===== src/rtl/bsnic_pkg.sv =====
`timescale 1ns/1ps
package bsnic_pkg;

    typedef enum logic [1:0] {
        RX_IDLE = 2'd0,
        RX_FILL = 2'd1,
        RX_HOLD = 2'd2
    } rx_state_e;

    typedef enum logic [1:0] {
        TX_IDLE = 2'd0,
        TX_LOAD = 2'd1,
        TX_SEND = 2'd2
    } tx_state_e;

    // byte offsets of the register window
    localparam int OFS_ID_LO  = 'h00;
    localparam int OFS_ID_HI  = 'h04;
    localparam int OFS_BUSY   = 'h08;
    localparam int OFS_RXCNT  = 'h0c;
    localparam int OFS_TXCNT  = 'h10;
    localparam int OFS_INTCTL = 'h14;
    localparam int OFS_INFO   = 'h18;
    localparam int OFS_RXDAT  = 'h1c;
    localparam int OFS_TXDAT  = 'h20;

    localparam int IRQ_TX_BIT   = 0;
    localparam int IRQ_RX_BIT   = 1;
    localparam int IRQ_TEST_BIT = 31;

endpackage


===== src/rtl/bsnic_rx.sv =====
`timescale 1ns/1ps
module bsnic_rx
    import bsnic_pkg::*;
#(
    parameter int MAX_FRAME = 64,
    parameter int CNT_W     = $clog2(MAX_FRAME + 1),
    parameter int IDX_W     = (MAX_FRAME > 1) ? $clog2(MAX_FRAME) : 1
) (
    input  logic             clk,
    input  logic             rst_n,
    input  logic             s_valid,
    output logic             s_ready,
    input  logic [7:0]       s_data,
    input  logic             s_first,
    input  logic             s_last,
    input  logic             block,
    input  logic             pop,
    output logic [7:0]       rd_byte,
    output logic [CNT_W-1:0] left_cnt,
    output logic             done,
    output logic             filling
);

    rx_state_e        state_q, state_d;
    logic [CNT_W-1:0] wr_cnt_q;
    logic [CNT_W-1:0] left_q;
    logic [IDX_W-1:0] rd_idx_q;
    logic [7:0]       mem [MAX_FRAME];

    logic take, start, store;
    logic [IDX_W-1:0] wr_addr;

    // next-state process
    always_comb begin
        state_d = state_q;
        unique case (state_q)
            RX_IDLE: if (take && s_first) state_d = s_last ? RX_HOLD : RX_FILL;
            RX_FILL: if (take && s_last)  state_d = RX_HOLD;
            RX_HOLD: if (left_q == '0)    state_d = RX_IDLE;
            default:                      state_d = RX_IDLE;
        endcase
    end

    // output process
    always_comb begin
        s_ready = ((state_q == RX_IDLE) && !block) || (state_q == RX_FILL);
        filling = (state_q == RX_FILL);
        take    = s_valid && s_ready;
        start   = (state_q == RX_IDLE) && take && s_first;
        store   = start || ((state_q == RX_FILL) && take && (wr_cnt_q < CNT_W'(MAX_FRAME)));
        done    = take && s_last && (start || (state_q == RX_FILL));
        wr_addr = start ? '0 : wr_cnt_q[IDX_W-1:0];
        rd_byte = (left_q != '0) ? mem[rd_idx_q] : 8'h00;
        left_cnt = left_q;
    end

    always_ff @(posedge clk) begin
        if (!rst_n) state_q <= RX_IDLE;
        else        state_q <= state_d;
    end

    always_ff @(posedge clk) begin
        if (store) mem[wr_addr] <= s_data;
    end

    always_ff @(posedge clk) begin
        if (!rst_n) begin
            wr_cnt_q <= '0;
            left_q   <= '0;
            rd_idx_q <= '0;
        end else begin
            if (start)      wr_cnt_q <= CNT_W'(1);
            else if (store) wr_cnt_q <= wr_cnt_q + 1'b1;

            if (done) begin
                if (start)      left_q <= CNT_W'(1);
                else if (store) left_q <= wr_cnt_q + 1'b1;
                else            left_q <= wr_cnt_q;
                rd_idx_q <= '0;
            end else if (pop && (left_q != '0)) begin
                left_q   <= left_q - 1'b1;
                rd_idx_q <= rd_idx_q + 1'b1;
            end
        end
    end

endmodule


===== src/rtl/bsnic_tx.sv =====
`timescale 1ns/1ps
module bsnic_tx
    import bsnic_pkg::*;
#(
    parameter int MAX_FRAME = 64,
    parameter int CNT_W     = $clog2(MAX_FRAME + 1),
    parameter int IDX_W     = (MAX_FRAME > 1) ? $clog2(MAX_FRAME) : 1
) (
    input  logic             clk,
    input  logic             rst_n,
    input  logic             cnt_we,
    input  logic [31:0]      cnt_wdata,
    input  logic             dat_we,
    input  logic [7:0]       dat_byte,
    output logic             m_valid,
    input  logic             m_ready,
    output logic [7:0]       m_data,
    output logic             m_last,
    output logic [CNT_W-1:0] cnt_out,
    output logic             sending,
    output logic             done
);

    tx_state_e        state_q, state_d;
    logic [CNT_W-1:0] cnt_q;
    logic [IDX_W-1:0] idx_q;
    logic [7:0]       mem [MAX_FRAME];

    logic             arm, at_end;
    logic [CNT_W-1:0] clamped;

    always_comb begin
        clamped = (cnt_wdata > 32'(MAX_FRAME)) ? CNT_W'(MAX_FRAME) : CNT_W'(cnt_wdata);
        at_end  = (CNT_W'(idx_q) + 1'b1) == cnt_q;
        arm     = (state_q == TX_IDLE) && cnt_we && (cnt_wdata != 32'd0);
    end

    // next-state process
    always_comb begin
        state_d = state_q;
        unique case (state_q)
            TX_IDLE: if (arm)               state_d = TX_LOAD;
            TX_LOAD: if (dat_we && at_end)  state_d = TX_SEND;
            TX_SEND: if (m_ready && at_end) state_d = TX_IDLE;
            default:                        state_d = TX_IDLE;
        endcase
    end

    // output process
    always_comb begin
        m_valid = (state_q == TX_SEND);
        m_data  = mem[idx_q];
        m_last  = (state_q == TX_SEND) && at_end;
        sending = (state_q == TX_SEND);
        done    = (state_q == TX_SEND) && m_ready && at_end;
        cnt_out = cnt_q;
    end

    always_ff @(posedge clk) begin
        if (!rst_n) state_q <= TX_IDLE;
        else        state_q <= state_d;
    end

    always_ff @(posedge clk) begin
        if ((state_q == TX_LOAD) && dat_we) mem[idx_q] <= dat_byte;
    end

    always_ff @(posedge clk) begin
        if (!rst_n) begin
            cnt_q <= '0;
            idx_q <= '0;
        end else begin
            if (arm) begin
                cnt_q <= clamped;
                idx_q <= '0;
            end else if ((state_q == TX_LOAD) && dat_we) begin
                idx_q <= at_end ? '0 : idx_q + 1'b1;
            end else if (done) begin
                cnt_q <= '0;
                idx_q <= '0;
            end else if ((state_q == TX_SEND) && m_ready) begin
                idx_q <= idx_q + 1'b1;
            end
        end
    end

endmodule


===== src/rtl/bsnic_irq.sv =====
`timescale 1ns/1ps
module bsnic_irq
    import bsnic_pkg::*;
(
    input  logic        clk,
    input  logic        rst_n,
    input  logic        set_tx,
    input  logic        set_rx,
    input  logic        wr_en,
    input  logic [31:0] wdata,
    input  logic        rd_en,
    output logic [31:0] ctl_word,
    output logic        irq
);

    logic tx_q, rx_q, test_q;
    logic tx_d, rx_d, test_d;

    always_comb begin
        tx_d   = tx_q;
        rx_d   = rx_q;
        test_d = test_q;
        if (wr_en) begin
            if (wdata == 32'd0) begin
                test_d = 1'b0;
            end else begin
                if (wdata[IRQ_TX_BIT])   tx_d   = 1'b0;
                if (wdata[IRQ_RX_BIT])   rx_d   = 1'b0;
                if (wdata[IRQ_TEST_BIT]) test_d = 1'b1;
            end
        end
        if (rd_en)  test_d = 1'b0;
        if (set_tx) tx_d   = 1'b1;
        if (set_rx) rx_d   = 1'b1;
    end

    always_ff @(posedge clk) begin
        if (!rst_n) begin
            tx_q   <= 1'b0;
            rx_q   <= 1'b0;
            test_q <= 1'b0;
        end else begin
            tx_q   <= tx_d;
            rx_q   <= rx_d;
            test_q <= test_d;
        end
    end

    always_comb begin
        ctl_word               = '0;
        ctl_word[IRQ_TX_BIT]   = tx_q;
        ctl_word[IRQ_RX_BIT]   = rx_q;
        ctl_word[IRQ_TEST_BIT] = test_q;
        irq                    = tx_q | rx_q | test_q;
    end

endmodule


===== src/rtl/bsnic_top.sv =====
`timescale 1ns/1ps
module bsnic_top
    import bsnic_pkg::*;
#(
    parameter logic [63:0] DEV_ID       = 64'h3143_494E_4554_5942,
    parameter logic [31:0] INFO_WORD    = 32'h0000_0007,
    parameter int          MAX_FRAME    = 64,
    parameter int          WINDOW_BYTES = 64
) (
    input  logic                            clk,
    input  logic                            rst_n,
    input  logic                            host_sel,
    input  logic                            host_we,
    input  logic [$clog2(WINDOW_BYTES)-1:0] host_addr,
    input  logic [31:0]                     host_wdata,
    output logic [31:0]                     host_rdata,
    input  logic                            rx_valid,
    output logic                            rx_ready,
    input  logic [7:0]                      rx_data,
    input  logic                            rx_first,
    input  logic                            rx_last,
    output logic                            tx_valid,
    input  logic                            tx_ready,
    output logic [7:0]                      tx_data,
    output logic                            tx_last,
    output logic                            irq
);

    localparam int CNT_W = $clog2(MAX_FRAME + 1);
    localparam int IDX_W = (MAX_FRAME > 1) ? $clog2(MAX_FRAME) : 1;

    logic             wr, rd;
    int               ofs;
    logic [7:0]       rx_byte;
    logic [CNT_W-1:0] rx_left, tx_cnt;
    logic             rx_done, rx_filling, tx_done, tx_sending, busy;
    logic [31:0]      ctl_word;

    always_comb begin
        wr   = host_sel && host_we;
        rd   = host_sel && !host_we;
        ofs  = int'(host_addr);
        busy = rx_filling || tx_sending;
    end

    bsnic_rx #(.MAX_FRAME(MAX_FRAME), .CNT_W(CNT_W), .IDX_W(IDX_W)) rx_i (
        .clk      (clk),
        .rst_n    (rst_n),
        .s_valid  (rx_valid),
        .s_ready  (rx_ready),
        .s_data   (rx_data),
        .s_first  (rx_first),
        .s_last   (rx_last),
        .block    (ctl_word[IRQ_RX_BIT]),
        .pop      (rd && (ofs == OFS_RXDAT)),
        .rd_byte  (rx_byte),
        .left_cnt (rx_left),
        .done     (rx_done),
        .filling  (rx_filling)
    );

    bsnic_tx #(.MAX_FRAME(MAX_FRAME), .CNT_W(CNT_W), .IDX_W(IDX_W)) tx_i (
        .clk       (clk),
        .rst_n     (rst_n),
        .cnt_we    (wr && (ofs == OFS_TXCNT)),
        .cnt_wdata (host_wdata),
        .dat_we    (wr && (ofs == OFS_TXDAT)),
        .dat_byte  (host_wdata[7:0]),
        .m_valid   (tx_valid),
        .m_ready   (tx_ready),
        .m_data    (tx_data),
        .m_last    (tx_last),
        .cnt_out   (tx_cnt),
        .sending   (tx_sending),
        .done      (tx_done)
    );

    bsnic_irq irq_i (
        .clk      (clk),
        .rst_n    (rst_n),
        .set_tx   (tx_done),
        .set_rx   (rx_done),
        .wr_en    (wr && (ofs == OFS_INTCTL)),
        .wdata    (host_wdata),
        .rd_en    (rd && (ofs == OFS_INTCTL)),
        .ctl_word (ctl_word),
        .irq      (irq)
    );

    // read mux
    always_comb begin
        host_rdata = '0;
        unique case (ofs)
            OFS_ID_LO:  host_rdata = DEV_ID[31:0];
            OFS_ID_HI:  host_rdata = DEV_ID[63:32];
            OFS_BUSY:   host_rdata = {31'd0, busy};
            OFS_RXCNT:  host_rdata = 32'(rx_left);
            OFS_TXCNT:  host_rdata = 32'(tx_cnt);
            OFS_INTCTL: host_rdata = ctl_word;
            OFS_INFO:   host_rdata = INFO_WORD;
            OFS_RXDAT:  host_rdata = {24'd0, rx_byte};
            default:    host_rdata = '0;
        endcase
    end

endmodule


===== config.mk =====
export PLATFORM = sky130hd
export DESIGN_NAME = bsnic_top
export DESIGN_NICKNAME = d
export VERILOG_FILES = /design/src/rtl/bsnic_pkg.sv /design/src/rtl/bsnic_rx.sv /design/src/rtl/bsnic_tx.sv /design/src/rtl/bsnic_irq.sv /design/src/rtl/bsnic_top.sv
export SDC_FILE = /design/constraint.sdc
export NUM_CORES = 1
export LEC_CHECK = 0
export CORE_MARGIN = 2
export CORE_UTILIZATION = 65
export DETAILED_ROUTE_END_ITERATION = 10
export PLACE_DENSITY = 0.83
export SLEW_MARGIN = 30
export SYNTH_ARGS = -nofsm -noshare
export SYNTH_HDL_FRONTEND = slang
export SYNTH_SLANG_ARGS = --single-unit

===== constraint.sdc =====
create_clock -name clk -period 5.5 [get_ports clk]
set_clock_uncertainty 0.15 [all_clocks]
set_input_delay 0.55 -clock clk [delete_from_list [all_inputs] [get_ports clk]]
set_output_delay 0.55 -clock clk [all_outputs]
set_load 0.05 [all_outputs]

Yosys cells after proc, flatten, opt, wreduce, memory -nomap -nowiden
Memory sizes are Yosys's and may differ from the RTL's. A register that Yosys moved wholly into a read port is not among the register bits.
Index checks and enable logic that the tools add are counted.
Widths: inputs -> output; s select.

storage, ports and cells
  input port bits = 54
  memories kept = 2
  output and inout port bits = 44
  memory bits (writable) = 1,024
  register bits = 40

memories
  memory    words  bits a word  read ports  clocked after memory_dff  wr ports  RTL line        source
  rx_i.mem  64     8            1           1                         1         bsnic_rx.sv:28  logic [7:0] mem [MAX_FRAME];
  tx_i.mem  64     8            1           1                         1         bsnic_tx.sv:27  logic [7:0] mem [MAX_FRAME];

operators by class
  mux-type cells = 42
  order comparisons = 2
  eq/ne operators = 25
  bitwise operators = 3
  reduce and logical (&&, ||, !) cells = 55
  $add $sub $neg = 5

operator list
  operator             count
  $pmux 32 s8          1
  $logic_not 32->1     2
  $mux 7               8
  $mux 6               9
  $gt 32x7->1 const B  1
  $reduce_bool 32->1   1
  $logic_and 1x1->1    25
  $eq 6x5->1 const B   4
  $eq 6x6->1 const B   4
  $ne 2x1->1 const B   9
  $mux 1               14
  $mux 2               7
  $reduce_bool 2->1    7
  $add 6x1->6 const B  2
  $eq 6x4->1 const B   2
  $pmux 2 s3           2
  $reduce_and 3->1     4
  $mux 8               1
  $add 6x1->7 const B  1
  $add 7x1->7 const B  1
  $eq 7x7->1           1
  $logic_not 7->1      1
  $lt 7x7->1 const B   1
  $reduce_bool 7->1    1
  other kinds (12)     23

Logic depth before layout (Yosys ltp)
  depth in word-level cells = 10
  depth in mapped cells = 10

By module
A second synthesis with hierarchy kept.

unflattened totals
  cell total of the unflattened synthesis = 2,265
  area, all modules = 43,434.2 µm²

by module, submodules not included
  module     times used  seq. area each (µm²)  cells each  area an instance (µm²)
  bsnic_rx   1           15,935.3              1,082       21,282.9
  bsnic_tx   1           15,795.1              1,032       21,072.7
  bsnic_top  1           0.0                   94          626.9
  bsnic_irq  1           60.1                  57          451.7

Worst setup path before layout
No wires, ideal clock.

  kind = flip-flop to output port
  start point = register (tool-made name)
  end point = output host_rdata[2]
  required time = 4,800 ps
  setup slack = 1,995 ps
  data arrival time = 2,805 ps
  path buffers = 4
  stages on the path, launching flop included = 10
  cell sequence = dfxtp_1 > buf_2 > buf_4 > buf_2 > buf_1 > mux4_2 > nand2_1 > a31oi_1 > mux2i_1 > o21ai_0

RTL lines
  what           RTL line         source
  end, declared  bsnic_top.sv:16  output logic [31:0] host_rdata,

==> flow_metrics.py <==
metrics = {
    "status": {
        "status": "complete, no violations",
    },
    "sta": {
        "timing.fmax_mhz": 194,
        "fin_crit_ns": 5.16,
        "final-hold-violation-count": 0,
        "final-setup-viol-count": 0,
        "rsz0062_at_grt": "no",
        "fin_ws_ns": 0.343,
        "fin_tns_setup_ns": 0,
        "drv_slew": 0,
        "slew_headroom_pct": 30.7,
        "worstMarginPinSlew_ns": 1.04,
        "period_share_pct": 93.8,
    },
    "global_routing": {
        "grt_antenna_before_repair": 3,
        "grt_pass1_wl_um": 159000,
        "grt_usage_pct": 33.1,
        "gr-total-overflow": 0,
        "grt_max_degree": 67,
        "grt_pass1_vias": 23300,
    },
    "setup_path": {
        "ff2ff_path_depth": 4,
        "startpoint_type": "flop",
        "worstPathCellList": "buf_4, mux4_2, nor2b_1, a211oi_1, a31oi_1, mux2i_1, o21ai_0, clkdlybuf4s50_1",
        "worstSetupPathType": "flop to output pin",
        "arrival_ns": 4.46,
        "slowest_stage": "dfxtp_2",
        "cpPeakStageDelay_ns": 0.80,
        "reg2reg_from": "tx_i.state_q[1]$_SDFFE_PN0P_",
        "cp.required_ns": 4.80,
        "cp_max_fo": 28,
        "cp-end-kind": "output pin",
        "timing.rr.end": "tx_i.mem[13][6]$_DFFE_PP_",
        "r2r_slack_ns": 2.06,
    },
    "drt": {
        "avgRoutedWirePerCell_um": 34.6,
        "num_vias": 23400,
        "ant_nets": 0,
        "drt_iter0_markers": 3901,
        "via_per_inst": 7.37,
        "firstDrtPassIters": 7,
        "routed_wl_um": 110000,
        "route.detailed.drc": 0,
    },
    "die": {
        "rows": 93,
        "dieHeight_um": 260,
        "die_area_mm2": 0.0677,
        "initial_core_util_pct": 66.0,
        "core_area_mm2": 0.0647,
        "io_pins": 98,
        "die_w_um": 260,
    },
    "placement": {
        "place.gp.congestion": 0.886,
        "dpl_cell_area_mm2": 0.0444,
        "numPortBuffers": 88,
        "place_ws_ns": 1.01,
        "place_hpwl_um": 62000,
    },
    "yosys": {
        "synth_edf_count": 1024,
        "synth_top_area_share_pct": 72.0,
        "avgSynthCellArea_um2": 20.0,
        "ys_seq_area_share_pct": 74.5,
        "synth_ff_type": "edfxtp_1",
        "ys_warn_count": 0,
        "synth_area_leaders": "edfxtp_1 (72%), mux4_2 (15%), dfxtp_1 (2.4%)",
        "async_flop_share_pct": 0,
        "netlist-cell-type-count": 74,
        "ys_top_cells_by_count": "edfxtp_1 (1024), mux4_2 (288), nor2_1 (159), nand2_1 (68), clkbuf_1 (60)",
        "post-synth-top-count-cell": "edfxtp_1",
        "synth_top_area_cell": "edfxtp_1",
        "netlist_area_mm2": 0.0427,
        "synth_seq_cells": 1076,
        "synthCells": 2131,
    },
    "clocking": {
        "h-tree-depth": 3,
        "cts_setup_buffers": 0,
        "cts_hold_buf": 0,
        "cts-resized-gates": 0,
        "cts_buffers": 100,
        "cts_buffer_depth": 3,
        "cts_tree": "yes",
        "clock_sinks": 1076,
        "cts_root_buffer": "clkbuf_16",
        "clock_latency_ns": 0.67,
        "clkSlewWorstSetupHoldPaths_ns": 0.06,
    },
    "power": {
        "p_leak_nw": 14.3,
        "powerDensity_mw_per_mm2": 344,
        "vdd.ir_drop.worst_mv": 0.337,
    },
    "layout": {
        "synthToLayoutAreaGrowth_pct": 11.8,
        "antenna_cells": 0,
        "design_area_mm2": 0.0477,
        "nNetsFinal": 2301,
        "drive_gt1_share_pct": 23.1,
        "post-route-util_pct": 73.8,
    },
    "hold_path": {
        "hold_start": "host_wdata[5]",
        "hold-path-endpoint": "tx_i.mem[17][5]$_DFFE_PP_",
        "holdCritPathClass": "input port to flop",
        "hold-path-cell-count": 1,
    },
    "flow_run": {
        "max_cap_viol_count": 0,
    },
}
[where the power goes]
part / internal, mW / switching, mW / total [mW]
Clock: 4.10 / 3.04 / 7.14
Combinational: 0.0661 / 0.239 / 0.305
Sequential: 8.96 / 0.00748 / 8.97
Total: 13.1 / 3.28 / 16.4
[metal layers]
metal | vias to the layer above | wire (um) | share of wire, % | track usage (%)
met1 | 11900 | 37500 | 34 | 45.7
li1 | 8954 | - | - | -
met5 | - | 24 | 0.022 | 0
met3 | 374 | 14700 | 13 | 8.73
met2 | 2180 | 52900 | 48 | 51.7
met4 | 4 | 4740 | 4.3 | 12.8
[worst max-delay path: cells and delay by family, from the launching register on]
| kind | cells | cell delay [ns] |
|---|---|---|
| compound gates | 3 | 0.74 |
| simple gates | 1 | 0.15 |
| flops | 1 | 0.80 |
| buf+inv | 2 | 1.31 |
| mux | 2 | 0.78 |
[sequential cells by signal, summed over array words and instances, names as in the netlist, named ones only]
register and cells:
rx_i.mem 512, irq_i.tx_q 1, tx_i.state_q 2, irq_i.test_q 1, rx_i.state_q 2, tx_i.idx_q 6, rx_i.left_cnt 7, rx_i.wr_cnt_q 7
tx_i.cnt_out 7, rx_i.rd_idx_q 6, irq_i.rx_q 1, tx_i.mem 512
[logic make-up (layout without fill, tap and decap cells)]
family                   after synthesis  count (layout)  share of synthesized area, %
other                                  1               9                       0.00879
AO/OA/AOI/OAI                        148             148                          2.27
multiplexers                         338             338                          16.4
AND/OR/NAND/NOR                      391             391                          4.52
buffers and inverters                149             328                          1.73
adder cells (fa/ha/maj)                5               5                         0.147
flip-flops                          1076            1076                          74.5
XOR/XNOR                              23              23                         0.472
[cell type report]
class / instances / area, um^2
inverter: 13 / 48.8
clock inverter: 52 / 649
sequential: 1076 / 31800
fill: 3370 / 17000
tap: 855 / 1070
clock buffer: 126 / 2700
multi-input combinational: 914 / 10200
timing repair buffer: 137 / 1270
[through the flow]
| stage | total power [mW] | hold slack, ns | std cells |
|---|---|---|---|
| global route | 16.7 | 0.266 | 3173 |
| detailed placement | 9.44 | 0.343 | 2994 |
| global placement | 9.42 | 0.308 | 2994 |
| CTS | 16.4 | 0.230 | 3172 |
| finish | 16.4 | 0.265 | 3173 |
| floorplan | 9.24 | 0.282 | 2139 |
[worst max path at each step]
| stage | endpoint | slack (ns) | depth (start not counted) |
|---|---|---|---|
| floorplan | host_rdata[2] | 2.00 | 9 |
| global placement | host_rdata[1] | 1.07 | 9 |
| detailed placement | host_rdata[1] | 1.01 | 9 |
| CTS | tx_data[3] | 0.46 | 7 |
| global route | host_rdata[2] | 0.27 | 6 |
| finish | host_rdata[2] | 0.34 | 8 |
[cell usage in the layout, fill, tap and decap left out, drive strengths merged, types with 4 or more instances in the layout]
master            n
a21oi            34
bufinv           13
nor4             12
conb              9
nand2            68
mux2i            48
o21ai            23
nand4            10
a211oi            8
nor2b            15
buf              66
ha                5
clkbuf          126
a22oi            14
mux4            288
and3              7
clkinv           34
xor2             13
nor4b             5
edfxtp         1024
xnor2            10
o211ai            6
and2             11
or4               4
or2               4
nand3b           12
dfxtp            52
nor2            168
o22ai            25
clkdlybuf4s50    71
o21a              4
nand3            26
nand2b            6
or3               9
a31oi             6
inv              16
nor3             22
Note: power is estimated with default switching activity, not from simulation.
